File: config.mk
export PLATFORM = sky130hd
export DESIGN_NAME = mag_cmp_min
export DESIGN_NICKNAME = d
export VERILOG_FILES = /design/src/rtl/mag_cmp_pkg.sv /design/src/rtl/mag_bit_cell.sv /design/src/rtl/mag_cell_chain.sv /design/src/rtl/mag_min_pick.sv /design/src/rtl/mag_cmp_min.sv
export SDC_FILE = /design/constraint.sdc
export NUM_CORES = 1
export LEC_CHECK = 0
export BUFFER_PORTS_ARGS = -buffer_cell sky130_fd_sc_hd__buf_4
export CAP_MARGIN = 20
export CORE_AREA = 2 2 39 41
export DETAILED_ROUTE_END_ITERATION = 10
export DIE_AREA = 0 0 41 43
export GPL_ROUTABILITY_DRIVEN = 0
export PLACE_DENSITY = 0.7
export SLEW_MARGIN = 15
export SYNTH_ARGS = -nofsm -noshare
export SYNTH_HDL_FRONTEND = slang
export SYNTH_SLANG_ARGS = --single-unit
export TNS_END_PERCENT = 30
File: constraint.sdc
create_clock -name vclk -period 1.4
set_input_delay 0.14 -clock vclk [all_inputs]
set_output_delay 0.14 -clock vclk [all_outputs]
set_load 0.005 [all_outputs]
File: src/rtl/mag_cmp_pkg.sv
package mag_cmp_pkg;
  typedef struct packed {
    logic gt;
    logic eq;
    logic lt;
  } verdict_t;
endpackage

File: src/rtl/mag_bit_cell.sv
module mag_bit_cell
  import mag_cmp_pkg::*;
(
  input  logic     a_bit,
  input  logic     b_bit,
  input  verdict_t up_v,
  output verdict_t dn_v
);
  always_comb begin
    dn_v.gt = up_v.gt | (up_v.eq & a_bit & ~b_bit);
    dn_v.lt = up_v.lt | (up_v.eq & ~a_bit & b_bit);
    dn_v.eq = up_v.eq & ~(a_bit ^ b_bit);
  end
endmodule

File: src/rtl/mag_cell_chain.sv
module mag_cell_chain
  import mag_cmp_pkg::*;
#(
  parameter int WIDTH = 8
) (
  input  logic [WIDTH-1:0] a_vec,
  input  logic [WIDTH-1:0] b_vec,
  input  verdict_t         top_v,
  output verdict_t         bot_v
);
  verdict_t link [WIDTH+1];

  assign link[WIDTH] = top_v;

  for (genvar k = WIDTH - 1; k >= 0; k--) begin : g_cell
    mag_bit_cell u_cell (
      .a_bit (a_vec[k]),
      .b_bit (b_vec[k]),
      .up_v  (link[k+1]),
      .dn_v  (link[k])
    );
  end

  assign bot_v = link[0];
endmodule

File: src/rtl/mag_min_pick.sv
module mag_min_pick #(
  parameter int WIDTH = 8
) (
  input  logic             pick_a,
  input  logic [WIDTH-1:0] opnd_a,
  input  logic [WIDTH-1:0] opnd_b,
  output logic [WIDTH-1:0] picked
);
  always_comb begin
    if (pick_a) picked = opnd_a;
    else        picked = opnd_b;
  end
endmodule

File: src/rtl/mag_cmp_min.sv
module mag_cmp_min
  import mag_cmp_pkg::*;
#(
  parameter int WIDTH = 8
) (
  input  logic [WIDTH-1:0] a_i,
  input  logic [WIDTH-1:0] b_i,
  input  logic             casc_gt_i,
  input  logic             casc_eq_i,
  input  logic             casc_lt_i,
  output logic             a_gt_b_o,
  output logic             a_eq_b_o,
  output logic             a_lt_b_o,
  output logic [WIDTH-1:0] min_o
);
  verdict_t entry_v;
  verdict_t exit_v;

  assign entry_v = '{gt: casc_gt_i, eq: casc_eq_i, lt: casc_lt_i};

  mag_cell_chain #(.WIDTH(WIDTH)) u_chain (
    .a_vec (a_i),
    .b_vec (b_i),
    .top_v (entry_v),
    .bot_v (exit_v)
  );

  assign a_gt_b_o = exit_v.gt;
  assign a_eq_b_o = exit_v.eq;
  assign a_lt_b_o = exit_v.lt;

  mag_min_pick #(.WIDTH(WIDTH)) u_pick (
    .pick_a (exit_v.lt),
    .opnd_a (a_i),
    .opnd_b (b_i),
    .picked (min_o)
  );
endmodule

* After elaboration in Yosys (flattened, before gate mapping)
Index checks and enable logic that the tools add are counted.
Widths: inputs -> output; s select.
** Word-level totals
- Register bits :: 0
- Input bits :: 19
- Output and inout bits :: 11
- Word-level logic and storage cells :: 89
** Operators by class
- Muxes and demuxes :: 1
- Bitwise operators :: 88
** Operator list (count)
- $and 1x1->1 :: 40
- $not 1->1 :: 24
- $or 1x1->1 :: 16
- $mux 8 :: 1
- $xor 1x1->1 :: 8

* Depth between registers and ports, before layout
- Depth in word-level cells :: 13
- Depth in mapped cells :: 7
- Gate-level depth less buffers :: 7

* Cells and area by module
From an unflattened synthesis, not the netlist that was laid out.
** Unflattened totals
- Cells, all modules :: 57
- Area total of the unflattened synthesis :: 441.7 µm²
** By module, submodules not included
- mag_bit_cell :: instances 8, cells an instance 6, area an instance 38.8 µm², sequential area each 0.0 µm²
- mag_min_pick :: instances 1, cells an instance 9, area an instance 131.4 µm², sequential area each 0.0 µm²

* Worst setup path before layout
No wires, ideal clock.
- Path type :: input-to-output
- From :: input port b_i[0]
- To :: output port min_o[0]
- Arrival time :: 1.392 ns
- Required time :: 1.260 ns
- Slack :: -0.132 ns
- Stages on the path :: 6
- Path buffers :: 0
- Path through :: nor2b_1 -> o21ai_1 -> a41oi_1 -> a31o_1 -> a21oi_4 -> mux2_1
** On the way
- Word-level cells in the longest chain between the ends :: 3
** Ends and longest elaborated chain
- start: declaration :: line mag_cmp_min.sv:7 : input logic [WIDTH-1:0] b_i,
- $and 1x1->1 :: line mag_bit_cell.sv:11 : dn_v.lt = up_v.lt | (up_v.eq & ~a_bit & b_bit);
- $or 1x1->1 :: line mag_bit_cell.sv:11
- $mux 8 (*) :: line mag_min_pick.sv:10 : if (pick_a) picked = opnd_a;
- end: declaration :: line mag_cmp_min.sv:14 : output logic [WIDTH-1:0] min_o
Mark *: on every way between the ends. The rest lies on a longest branch, timed or not.

* Worst setup path in the final report
- From :: input port a_i[2]
- To :: output port a_gt_b_o
** On the way
- Word-level cells in the longest chain between the ends :: 7
- Elaborated cells between the ends (all ways) :: 13
- Classes of those cells :: bitwise: 13
** Ends and longest elaborated chain
- start: declaration :: line mag_cmp_min.sv:6 : input logic [WIDTH-1:0] a_i,
- $xor 1x1->1 :: line mag_bit_cell.sv:12 : dn_v.eq = up_v.eq & ~(a_bit ^ b_bit);
- $not 1->1 :: line mag_bit_cell.sv:12
- $and 1x1->1 :: line mag_bit_cell.sv:12
- $and 1x1->1, on equally long branches :: line mag_bit_cell.sv:10, mag_bit_cell.sv:12
- $and 1x1->1 :: line mag_bit_cell.sv:10 : dn_v.gt = up_v.gt | (up_v.eq & a_bit & ~b_bit);
- $or 1x1->1 or $and 1x1->1 (tied branches) :: line mag_bit_cell.sv:10
- $or 1x1->1 (*) :: line mag_bit_cell.sv:10
- end: declaration :: line mag_cmp_min.sv:11 : output logic a_gt_b_o,
Marks and branches as above.

==> results by group <==
Run
  – Max-Cap Viols: 0

Power and ir drop
  – Pwr/cell area: 352 nW/um^2
  – Leak pwr: 0.498 nW
  – Max rail drop VDD: 0.000166 V

Routing
  – ANT nets after route: 0
  – Routed WL: 1.55 mm
  – WL per Instance: 11.6 microns
  – Via Count: 661
  – # DRC: 0
  – Average vias per placed instance: 4.93
  – Met3 routed WL: 91 microns
  – Met2 WL: 846 microns
  – Metal-1 WL: 615 microns
  – DRT Pass-1 Iters: 2
  – Highest metal used: met3
  – Iter 0 DRT Violations: 1

Synth
  – Post-synth net total: 80
  – Cell Area, Synth: 450 sq um
  – Post-synthesis sequential area ratio: 0
  – Xor and xnor area share after synthesis: 0.0583
  – Cell count after synthesis: 61
  – Mux share of post-synthesis cell area: 0.122
  – Post-Syn Area per Cell: 7.38 sq um
  – Distinct cells, synth: 31
  – Synth Area in Compound Gates: 0.283
  – YS warnings: 0
  – Main combinational cell family by area after synthesis: simple AND/OR/NAND/NOR gates
  – Adder-Cell Fraction of Synth Area: 0.0972
  – Simple-gate portion of the synthesized area: 0.364

Status
  – Status: finished, violations left
  – Failing checks: setup timing

Worst setup path
  – CP top delay family: adder cells
  – Worst Path Max Fanout: 2
  – CP max stage delay: 0.30 ns
  – Worst Path Required: 1.26 ns
  – Buf+Inv Stages, Crit Path: 2
  – Critical path class: input port to primary output
  – CP arrival: 1.62 ns
  – Slowest-stage cell, CP: maj3_2
  – Crit. End Element: primary output
  – Crit start category: input port
  – Worst-path cell chain: buf_6 -> nor2b_4 -> maj3_2 -> o221ai_2 -> o311ai_2 -> maj3_2 -> a211o_1 -> buf_6

Hold path
  – Hold Path Origin: casc_gt_i
  – Hold Crit Depth: 3
  – Min-delay worst type: input port to primary output
  – Worst Hold Path EP: a_gt_b_o

Finish
  – # clk buffers: 0
  – Layout area overhead: 127%
  – Most frequent cells in the layout: 44 x buf_4, 13 x buf_6, 7 x inv_1
  – Diode count: 0
  – Fin nets: 139
  – Layout cell share with drive strength beyond 1: 0.661
  – Num sequential: 0
  – Seq. cell area: 0 sq um
  – Fin util: 0.738
  – Final Cell Area: 1020 sq um
  – Leading cell type in the layout, fill and taps excluded: buf_4

STA
  – Minimum clock period: 1.76 ns
  – Final setup violation count: 11
  – Worst slew pin tran: 0.303 ns
  – Unrepaired setup endpoints after global routing: yes
  – PnR worst setup slack: -0.362 ns
  – Final Max Tran Viols: 0
  – Rel. slew slack: 0.798
  – Tcrit/Tclk final: 1.26
  – Final Hold Vio Count: 0
  – Fmax: 568 MHz

Place
  – Pre-CTS setup slack: -0.431 ns
  – Port Buffers: 30
  – Cell area after placement: 868 sq um
  – DP Wirelength: 1.20 mm

Floorplan
  – I/O pin total: 30
  – Die H: 43 microns
  – Die W: 41 microns
  – Core area: 1380 sq um
  – Die area: 1760 sq um
  – Initial core utilization: 0.325
  – Row Count: 14

Global route
  – Number of global-route vias before repair: 595
  – Largest net degree at the start of global routing: 7
  – Gr ovfl total: 0
  – Initial antenna violation count: 0
  – GRT Total Usage: 0.174
  – First-pass GRT wire length: 2.30 mm
[timing repair]
item	in CTS	in global routing
hold buffers	0	0
setup buffers	1	6
gates resized for setup	11	9
pin swaps	10	6
setup endpoints to repair	11	11
[stage by stage]
| stage | power (mW) | TNS, ns | hold WS, ns | instances |
|---|---|---|---|---|
| 2_1_floorplan | 0.134 | -0.403 | 0.362 | 61 |
| 3_3_place_gp | 0.292 | -3.88 | 0.536 | 127 |
| 3_5_place_dp | 0.297 | -4.17 | 0.542 | 127 |
| 4_1_cts | 0.322 | -3.81 | 0.543 | 128 |
| 5_1_grt | 0.389 | -3.84 | 0.560 | 134 |
| 6_report | 0.360 | -2.97 | 0.546 | 134 |
[worst max-delay path by stage]
stage                     startpoint  endpoint  cells past startpoint
after floorplan               a_i[2]  a_gt_b_o                      6
after global placement        a_i[2]  a_gt_b_o                      8
after detailed placement      b_i[0]  min_o[7]                      8
after CTS                     b_i[0]  min_o[2]                      8
after global routing          a_i[2]  a_gt_b_o                      8
final                         a_i[2]  a_gt_b_o                      8
[Yosys cell counts, types with 2 or more instances]
library cell | instances | area, sq um
nor4_1 | 2 | 12.5
nand2_1 | 2 | 7.51
a211oi_1 | 2 | 15.0
inv_1 | 7 | 26.3
maj3_2 | 3 | 33.8
nor2_1 | 5 | 18.8
nand2b_1 | 2 | 12.5
inv_2 | 2 | 7.51
o221ai_2 | 2 | 30.0
o21ai_0 | 2 | 10.0
nand4_1 | 2 | 12.5
mux2_1 | 4 | 45.0
xor2_1 | 2 | 17.5
nor2b_1 | 7 | 43.8
[logic make-up (layout without fill, tap and decap cells)]
logic type | after synthesis | count (layout)
fa+ha+maj | 4 | 4
buf+inv | 9 | 66
simple gates | 26 | 26
xor+xnor | 3 | 3
compound gates | 14 | 14
mux | 5 | 5
[layout make-up]
cell class         instances  area, sq um
fillers                  120          363
inverters                  9         33.8
multi-input cells         52          490
well taps                 16         20.0
repair buffers            57          477
[report_power, final]
part           internal [mW]  total [mW]  switching (mW)
clock                      0           0               0
combinational          0.222       0.360           0.138
sequential                 0           0               0
[worst min-delay path, cell delays in order]
cell	delay [ns]
buf_4	0.07
a211o_1	0.10
buf_6	0.09
[routing by layer]
| layer | vias to the layer above | global-route usage |
|---|---|---|
| met5 | - | 0 |
| met4 | 0 | 0 |
| met3 | 0 | 0 |
| met2 | 20 | 0.328 |
| met1 | 298 | 0.218 |
| li1 | 343 | - |
(Power assumes the default switching activity.)
